## src/rtl/phase_mgr_pkg.sv

```systemverilog
package phase_mgr_pkg;
  typedef enum logic [1:0] {
    LVL_DCM = 2'd0,
    LVL_ONE = 2'd1,
    LVL_TWO = 2'd2,
    LVL_ALL = 2'd3
  } lvl_e;

  typedef enum logic [1:0] {
    PS0 = 2'd0,
    PS1 = 2'd1,
    PS2 = 2'd2,
    PS3 = 2'd3
  } pstate_e;
endpackage

```

## src/rtl/phase_detect.sv

```systemverilog
module phase_detect #(
  parameter int NPH     = 8,
  parameter int DET_CYC = 150000,
  parameter int CW      = $clog2(NPH + 1)
) (
  input  logic           clk_i,
  input  logic           rst_ni,
  input  logic [NPH-1:0] sense_hi_i,
  output logic           done_o,
  output logic [CW-1:0]  pop_o
);
  localparam int TW = $clog2(DET_CYC + 1);

  logic [TW-1:0]  tmr_q;
  logic [NPH-1:0] seen_q;
  logic [NPH-1:0] run;

  always_ff @(posedge clk_i or negedge rst_ni) begin
    if (!rst_ni) begin
      tmr_q  <= '0;
      seen_q <= '0;
      done_o <= 1'b0;
    end else if (!done_o) begin
      seen_q <= seen_q | sense_hi_i;
      if (tmr_q == TW'(DET_CYC - 1)) done_o <= 1'b1;
      else                           tmr_q  <= tmr_q + 1'b1;
    end
  end

  // phase 1 always present; chain breaks at the first pulled-high phase
  assign run[0] = 1'b1;
  for (genvar g = 1; g < NPH; g++) begin : g_run
    assign run[g] = run[g-1] & ~seen_q[g];
  end

  always_comb begin
    pop_o = '0;
    for (int k = 0; k < NPH; k++) pop_o = pop_o + CW'(run[k]);
  end

  assert_done_sticky_R1: assert property (@(posedge clk_i) disable iff (!rst_ni)
    done_o |=> done_o);
  assert_pop_frozen_R2: assert property (@(posedge clk_i) disable iff (!rst_ni)
    done_o |=> $stable(pop_o));
  assert_pop_range_R2: assert property (@(posedge clk_i) disable iff (!rst_ni)
    (pop_o >= CW'(1)) && (pop_o <= CW'(NPH)));
endmodule

```

## src/rtl/load_level.sv

```systemverilog
module load_level
  import phase_mgr_pkg::*;
#(
  parameter int IW     = 9,
  parameter int TH_DCM = 5,
  parameter int TH_ONE = 15,
  parameter int TH_TWO = 25,
  parameter int HYS    = 2,
  parameter int DWELL  = 1000
) (
  input  logic          clk_i,
  input  logic          rst_ni,
  input  logic [IW-1:0] load_i,
  output lvl_e          lvl_o
);
  localparam int DW = $clog2(DWELL + 1);
  localparam logic [IW-1:0] UP0 = IW'(TH_DCM);
  localparam logic [IW-1:0] UP1 = IW'(TH_ONE);
  localparam logic [IW-1:0] UP2 = IW'(TH_TWO);
  localparam logic [IW-1:0] DN0 = IW'(TH_DCM - HYS);
  localparam logic [IW-1:0] DN1 = IW'(TH_ONE - HYS);
  localparam logic [IW-1:0] DN2 = IW'(TH_TWO - HYS);

  lvl_e          up_lvl, dn_lvl;
  logic [DW-1:0] cnt_q;

  always_comb begin
    if      (load_i >= UP2) up_lvl = LVL_ALL;
    else if (load_i >= UP1) up_lvl = LVL_TWO;
    else if (load_i >= UP0) up_lvl = LVL_ONE;
    else                    up_lvl = LVL_DCM;
    if      (load_i >= DN2) dn_lvl = LVL_ALL;
    else if (load_i >= DN1) dn_lvl = LVL_TWO;
    else if (load_i >= DN0) dn_lvl = LVL_ONE;
    else                    dn_lvl = LVL_DCM;
  end

  always_ff @(posedge clk_i or negedge rst_ni) begin
    if (!rst_ni) begin
      lvl_o <= LVL_ALL;
      cnt_q <= '0;
    end else if (up_lvl > lvl_o) begin
      lvl_o <= up_lvl;
      cnt_q <= '0;
    end else if (dn_lvl < lvl_o) begin
      if (cnt_q == DW'(DWELL - 1)) begin
        lvl_o <= dn_lvl;
        cnt_q <= '0;
      end else begin
        cnt_q <= cnt_q + 1'b1;
      end
    end else begin
      cnt_q <= '0;
    end
  end

  assert_rise_next_edge_R4: assert property (@(posedge clk_i) disable iff (!rst_ni)
    (up_lvl > lvl_o) |=> (lvl_o == $past(up_lvl)));
  assert_drop_needs_dwell_R6: assert property (@(posedge clk_i) disable iff (!rst_ni)
    (cnt_q != DW'(DWELL - 1)) |=> (lvl_o >= $past(lvl_o)));
  assert_hold_in_band_R5: assert property (@(posedge clk_i) disable iff (!rst_ni)
    ((up_lvl <= lvl_o) && (dn_lvl >= lvl_o)) |=> (lvl_o == $past(lvl_o)));
endmodule

```

## src/rtl/phase_mask_dec.sv

```systemverilog
module phase_mask_dec
  import phase_mgr_pkg::*;
#(
  parameter int NPH = 8,
  parameter int CW  = $clog2(NPH + 1)
) (
  input  logic           clk_i,
  input  logic           rst_ni,
  input  logic           done_i,
  input  logic [CW-1:0]  pop_i,
  input  lvl_e           lvl_i,
  input  logic [1:0]     pstate_i,
  input  logic           auto_en_i,
  output logic [NPH-1:0] mask_o,
  output logic           dcm_o
);
  logic [CW-1:0] nact;
  pstate_e       ps;

  assign ps = pstate_e'(pstate_i);

  always_comb begin
    nact  = '0;
    dcm_o = 1'b0;
    if (done_i) begin
      unique case (ps)
        PS0: begin
          if (!auto_en_i) nact = pop_i;
          else begin
            unique case (lvl_i)
              LVL_DCM: begin nact = CW'(1); dcm_o = 1'b1; end
              LVL_ONE: nact = CW'(1);
              LVL_TWO: nact = (pop_i < CW'(2)) ? pop_i : CW'(2);
              default: nact = pop_i;
            endcase
          end
        end
        PS1: nact = CW'(1);
        default: begin
          nact  = CW'(1);
          dcm_o = (lvl_i == LVL_DCM);
        end
      endcase
    end
  end

  for (genvar g = 0; g < NPH; g++) begin : g_mask
    assign mask_o[g] = (CW'(g) < nact);
  end

  assert_mask_contig_R9: assert property (@(posedge clk_i) disable iff (!rst_ni)
    ((({1'b0, mask_o} + 1'b1) & {1'b0, mask_o}) == '0));
  assert_mask_within_pop_R9: assert property (@(posedge clk_i) disable iff (!rst_ni)
    ($countones(mask_o) <= int'(pop_i)));
  assert_dcm_single_R8: assert property (@(posedge clk_i) disable iff (!rst_ni)
    dcm_o |-> (mask_o == NPH'(1)));
  assert_ps1_single_R7: assert property (@(posedge clk_i) disable iff (!rst_ni)
    (done_i && ps == PS1) |-> ($countones(mask_o) == 1 && !dcm_o));
endmodule

```

## src/rtl/phase_mgr.sv

```systemverilog
module phase_mgr
  import phase_mgr_pkg::*;
#(
  parameter int NPH     = 8,
  parameter int IW      = 9,
  parameter int DET_CYC = 150000,
  parameter int DWELL   = 1000,
  parameter int TH_DCM  = 5,
  parameter int TH_ONE  = 15,
  parameter int TH_TWO  = 25,
  parameter int HYS     = 2
) (
  input  logic                       clk_i,
  input  logic                       rst_ni,
  input  logic [NPH-1:0]             sense_hi_i,
  input  logic                       auto_en_i,
  input  logic [1:0]                 pstate_i,
  input  logic [IW-1:0]              load_i,
  output logic                       det_done_o,
  output logic [$clog2(NPH+1)-1:0]   pop_cnt_o,
  output logic [NPH-1:0]             en_mask_o,
  output logic                       dcm_o
);
  localparam int CW = $clog2(NPH + 1);

  lvl_e lvl;

  phase_detect #(.NPH(NPH), .DET_CYC(DET_CYC), .CW(CW)) u_det (
    .clk_i      (clk_i),
    .rst_ni     (rst_ni),
    .sense_hi_i (sense_hi_i),
    .done_o     (det_done_o),
    .pop_o      (pop_cnt_o)
  );

  load_level #(
    .IW(IW), .TH_DCM(TH_DCM), .TH_ONE(TH_ONE), .TH_TWO(TH_TWO),
    .HYS(HYS), .DWELL(DWELL)
  ) u_lvl (
    .clk_i  (clk_i),
    .rst_ni (rst_ni),
    .load_i (load_i),
    .lvl_o  (lvl)
  );

  phase_mask_dec #(.NPH(NPH), .CW(CW)) u_dec (
    .clk_i     (clk_i),
    .rst_ni    (rst_ni),
    .done_i    (det_done_o),
    .pop_i     (pop_cnt_o),
    .lvl_i     (lvl),
    .pstate_i  (pstate_i),
    .auto_en_i (auto_en_i),
    .mask_o    (en_mask_o),
    .dcm_o     (dcm_o)
  );

  assert_idle_in_window_R1: assert property (@(posedge clk_i) disable iff (!rst_ni)
    !det_done_o |-> (en_mask_o == '0 && !dcm_o));
endmodule

```

## config.mk

```make
export PLATFORM = sky130hd
export DESIGN_NAME = phase_mgr
export DESIGN_NICKNAME = d
export VERILOG_FILES = /design/src/rtl/phase_mgr_pkg.sv /design/src/rtl/phase_detect.sv /design/src/rtl/load_level.sv /design/src/rtl/phase_mask_dec.sv /design/src/rtl/phase_mgr.sv
export SDC_FILE = /design/constraint.sdc
export NUM_CORES = 1
export LEC_CHECK = 0
export ABC_AREA = 1
export BUFFER_PORTS_ARGS = -buffer_cell sky130_fd_sc_hd__buf_4
export CAP_MARGIN = 30
export CELL_PAD_IN_SITES_DETAIL_PLACEMENT = 1
export CELL_PAD_IN_SITES_GLOBAL_PLACEMENT = 2
export CORE_ASPECT_RATIO = 0.8
export CORE_MARGIN = 2
export CORE_UTILIZATION = 29
export DETAILED_ROUTE_END_ITERATION = 6
export PLACE_DENSITY = 0.82
export SYNTH_ARGS = -nofsm -noshare
export SYNTH_HDL_FRONTEND = slang
export SYNTH_SLANG_ARGS = --single-unit
export TNS_END_PERCENT = 10
```

## constraint.sdc

```tcl
create_clock -name clk_i -period 2.85 [get_ports clk_i]
set_input_delay 0.285 -clock clk_i [delete_from_list [all_inputs] [get_ports clk_i]]
set_output_delay 0.285 -clock clk_i [all_outputs]
set_load 0.005 [all_outputs]
```

==> impl_metrics.tcl <==
set metrics [dict create \
    antenna_found_initial 0 \
    hold_viol 0 \
    rows 30 \
    cts_buffer_depth 2 \
    pwr-share-seq_pct 48.4 \
    crit_buf_inv 8 \
    crit_top_cell "buf_4" \
    io_buffers 34 \
    clkPwrFrac_pct 29.8 \
    cp.required_ns 2.57 \
    holdCritPathClass "in -> reg" \
    min_period_over_period_pct 125 \
    finish.utilization_pct 37.2 \
    grt_remaining_overflow 0 \
    violations "negative setup slack" \
    die-area_mm2 0.00943 \
    num_io_pins 36 \
    postSynthCellCount 344 \
    avgSynthCellArea_um2 7.30 \
    final_cell_count_no_fill 510 \
    syn_to_final_growth_pct 25.0 \
    clock_sinks 38 \
    layout_setup_ws_ns -0.723 \
    synth_edf_count 0 \
    drc 0 \
    crit_type "reg -> out" \
    vdd_drop_max_mv 0.130 \
    crit_arrival_ns 3.29 \
    finalWirelength_um 6230 \
    synth_top_area_share_pct 35.9 \
    cpLargestDelayFamily "adder cells" \
    h-tree-depth 2 \
    leakagePower_nw 1.59 \
    path_clk_slew_ns 0.07 \
    fmax_mhz 280 \
    worst_path_largest_cell_delay_ns 0.57 \
    slew_headroom_pct 67.0 \
    gp_congestion 0.843 \
    cap_violations 0 \
    final_common_cell "nand2_1" \
    yosysSeqAreaShare_pct 37.9 \
    place_area_mm2 0.00296 \
    power.switching_uw 382 \
    synth_top_area_cell "dfrtp_1" \
    core-area_mm2 0.00845 \
    wl_per_cell_um 12.2 \
    grt_max_degree 39 \
    gr-usage-all-layers_pct 14.4 \
    ys_dominant_reg_cell "dfrtp_1" \
    synth.distinct_cells 31 \
    root_buffer "clkbuf_8" \
    initial_utilization_pct 29.7 \
    worst_setup_path_end_kind "output pin" \
    die_x_um 108 \
    drive_gt1_share_pct 22.4 \
    numCtsBuffers 5 \
    start_kind "flop" \
    slew_violations 0 \
    die_h_um 87.3 \
    yosys-top-cells-area "dfrtp_1 36%, nand2_1 15%, inv_1 7.8%" \
    cp_slowest_cell "fa_1" \
    grt_first_pass_wirelength_um 10800 \
    powerDensity_mw_per_mm2 397 \
    drt_iter0_markers 92 \
    most-common-layout-cells "99 x nand2_1, 48 x buf_4, 46 x inv_1" \
    via_per_inst 4.58 \
    postSynth.asyncResetShare_pct 100 \
    worstPathMaxFanout 4 \
    finalNetCount 432 \
    period_needed_ns 3.57 \
    grt_pass1_vias 2333 \
    dp_hpwl_um 4900 \
    placedCellCount 497 \
    cts_tree "yes" \
    status "complete, but fails checks" \
    worstPathCellList "buf_4 -> inv_1 -> nand2_1 -> ha_1 -> inv_2 -> fa_1 -> fa_2 -> inv_2 -> fa_2 -> xor2_2 -> buf_4 -> buf_4 -> nand2_1 -> nand2_2 -> inv_2 -> nand3_1 -> buf_4" \
    syn_nets 377 \
    pwr-share-comb_pct 21.7 \
    intPower_uw 864 \
    swShare_pct 30.7 \
    setup_violations 10 \
    netlist_area_mm2 0.00251 \
    post-place-ws_ns -0.516 \
    ys_ff_latch 38 \
    dr.pass1.iters 4 \
    yosys_warnings 0 \
    postRouteAntennaNets 0 \
    skew_ns 0.00737 \
    diodes 0 \
    final_cell_area_mm2 0.00314 \
    clk_latency_ns 0.29 \
    num_vias 2338 \
    rsz0062_at_grt "true" \
    tightestPinTransition_ns 0.495 \
]
-- sequential cells by signal, indices dropped and copies added, names as in the netlist --
register,flops
u_det.seen_q,7
u_det.tmr_q,18
u_lvl.lvl_o,2
u_lvl.cnt_q,10
u_det.done_o,1
-- worst paths after layout --
check	start	depth (start not counted)	to	slack [ns]
setup / recovery	u_det.seen_q[1]$_DFFE_PN0N_	17	en_mask_o[0]	-0.72
hold / removal	sense_hi_i[7]	3	u_det.seen_q[7]$_DFFE_PN0N_	0.20
setup reg to reg	u_det.tmr_q[0]$_DFFE_PN0P_	8	u_det.tmr_q[4]$_DFFE_PN0P_	0.95
hold reg to reg	u_lvl.cnt_q[0]$_DFF_PN0_	1	u_lvl.cnt_q[0]$_DFF_PN0_	0.47
max in group asynchronous	rst_ni	2	u_lvl.lvl_o[0]$_DFFE_PN1P_	1.98
min in group asynchronous	rst_ni	2	u_det.tmr_q[3]$_DFFE_PN0P_	0.51
-- power by group through the flow --
stage / clock (mW) / combinational, mW / sequential, mW
2_1_floorplan: 0 / 0.194 / 0.605
3_3_place_gp: 0 / 0.268 / 0.613
3_5_place_dp: 0 / 0.276 / 0.614
4_1_cts: 0.384 / 0.279 / 0.604
5_1_grt: 0.407 / 0.329 / 0.607
6_report: 0.372 / 0.271 / 0.603
-- tightest hold or removal path, delay by kind of cell --
family        cells  cell delay, ns
buf+inv           1            0.08
simple gates      2            0.08
-- cell usage after synthesis (4+ instances only) --
cell and instances:
o21ai_0 13, xnor2_1 6, inv_1 52, nor4_1 4, ha_1 8, dfrtp_1 36, nor3_1 11, nand2_1 103
xor2_1 11, nand4_1 4, nand3_1 20, nor2_1 38, a21oi_1 9
-- what timing repair did --
item / 4_1_cts / 5_1_grt
setup endpoints to repair: 11 / 12
hold buffers: 1 / 0
buffers inserted: 3 / 3
pin swaps: 9 / 11
endpoints found under the hold margin: 36 / 0
gates resized for setup: 11 / 7
-- cells by family after synthesis --
family | after synthesis | synth area share [%]
AND/OR/NAND/NOR | 191 | 34.0
buffers and inverters | 57 | 9.21
flip-flops | 38 | 37.9
AO/OA/AOI/OAI | 30 | 6.57
XOR/XNOR | 17 | 5.93
adder cells (fa/ha/maj) | 11 | 6.37
-- area by class of cell --
cell class                      instances  area, um2
Inverter                               54        205
Multi-Input combinational cell        249       1370
Timing Repair Buffer                   51        393
Sequential cell                        38        953
Tap cell                              112        140
Fill cell                            1071       5310
Clock buffer                            6       82.6
-- through the flow --
step                setup TNS (ns)  hold WS [ns]  total power [mW]
floorplan                    -1.06       -0.0106             0.799
global placement             -2.50         0.292             0.881
detailed placement           -3.05         0.289             0.889
CTS                          -5.65         0.200              1.27
global route                 -8.09         0.193              1.34
finish                       -5.77         0.202              1.25
-- layer usage --
| metal | global-route usage [%] | wire length [um] | vias up |
|---|---|---|---|
| met2 | 22.0 | 2620 | 41 |
| met1 | 20.8 | 3270 | 1104 |
| li1 | - | - | 1188 |
| met5 | 0 | 0 | - |
| met3 | 3.14 | 293 | 5 |
| met4 | 3.03 | 41 | 0 |
Power figures use the tool's default switching activity.
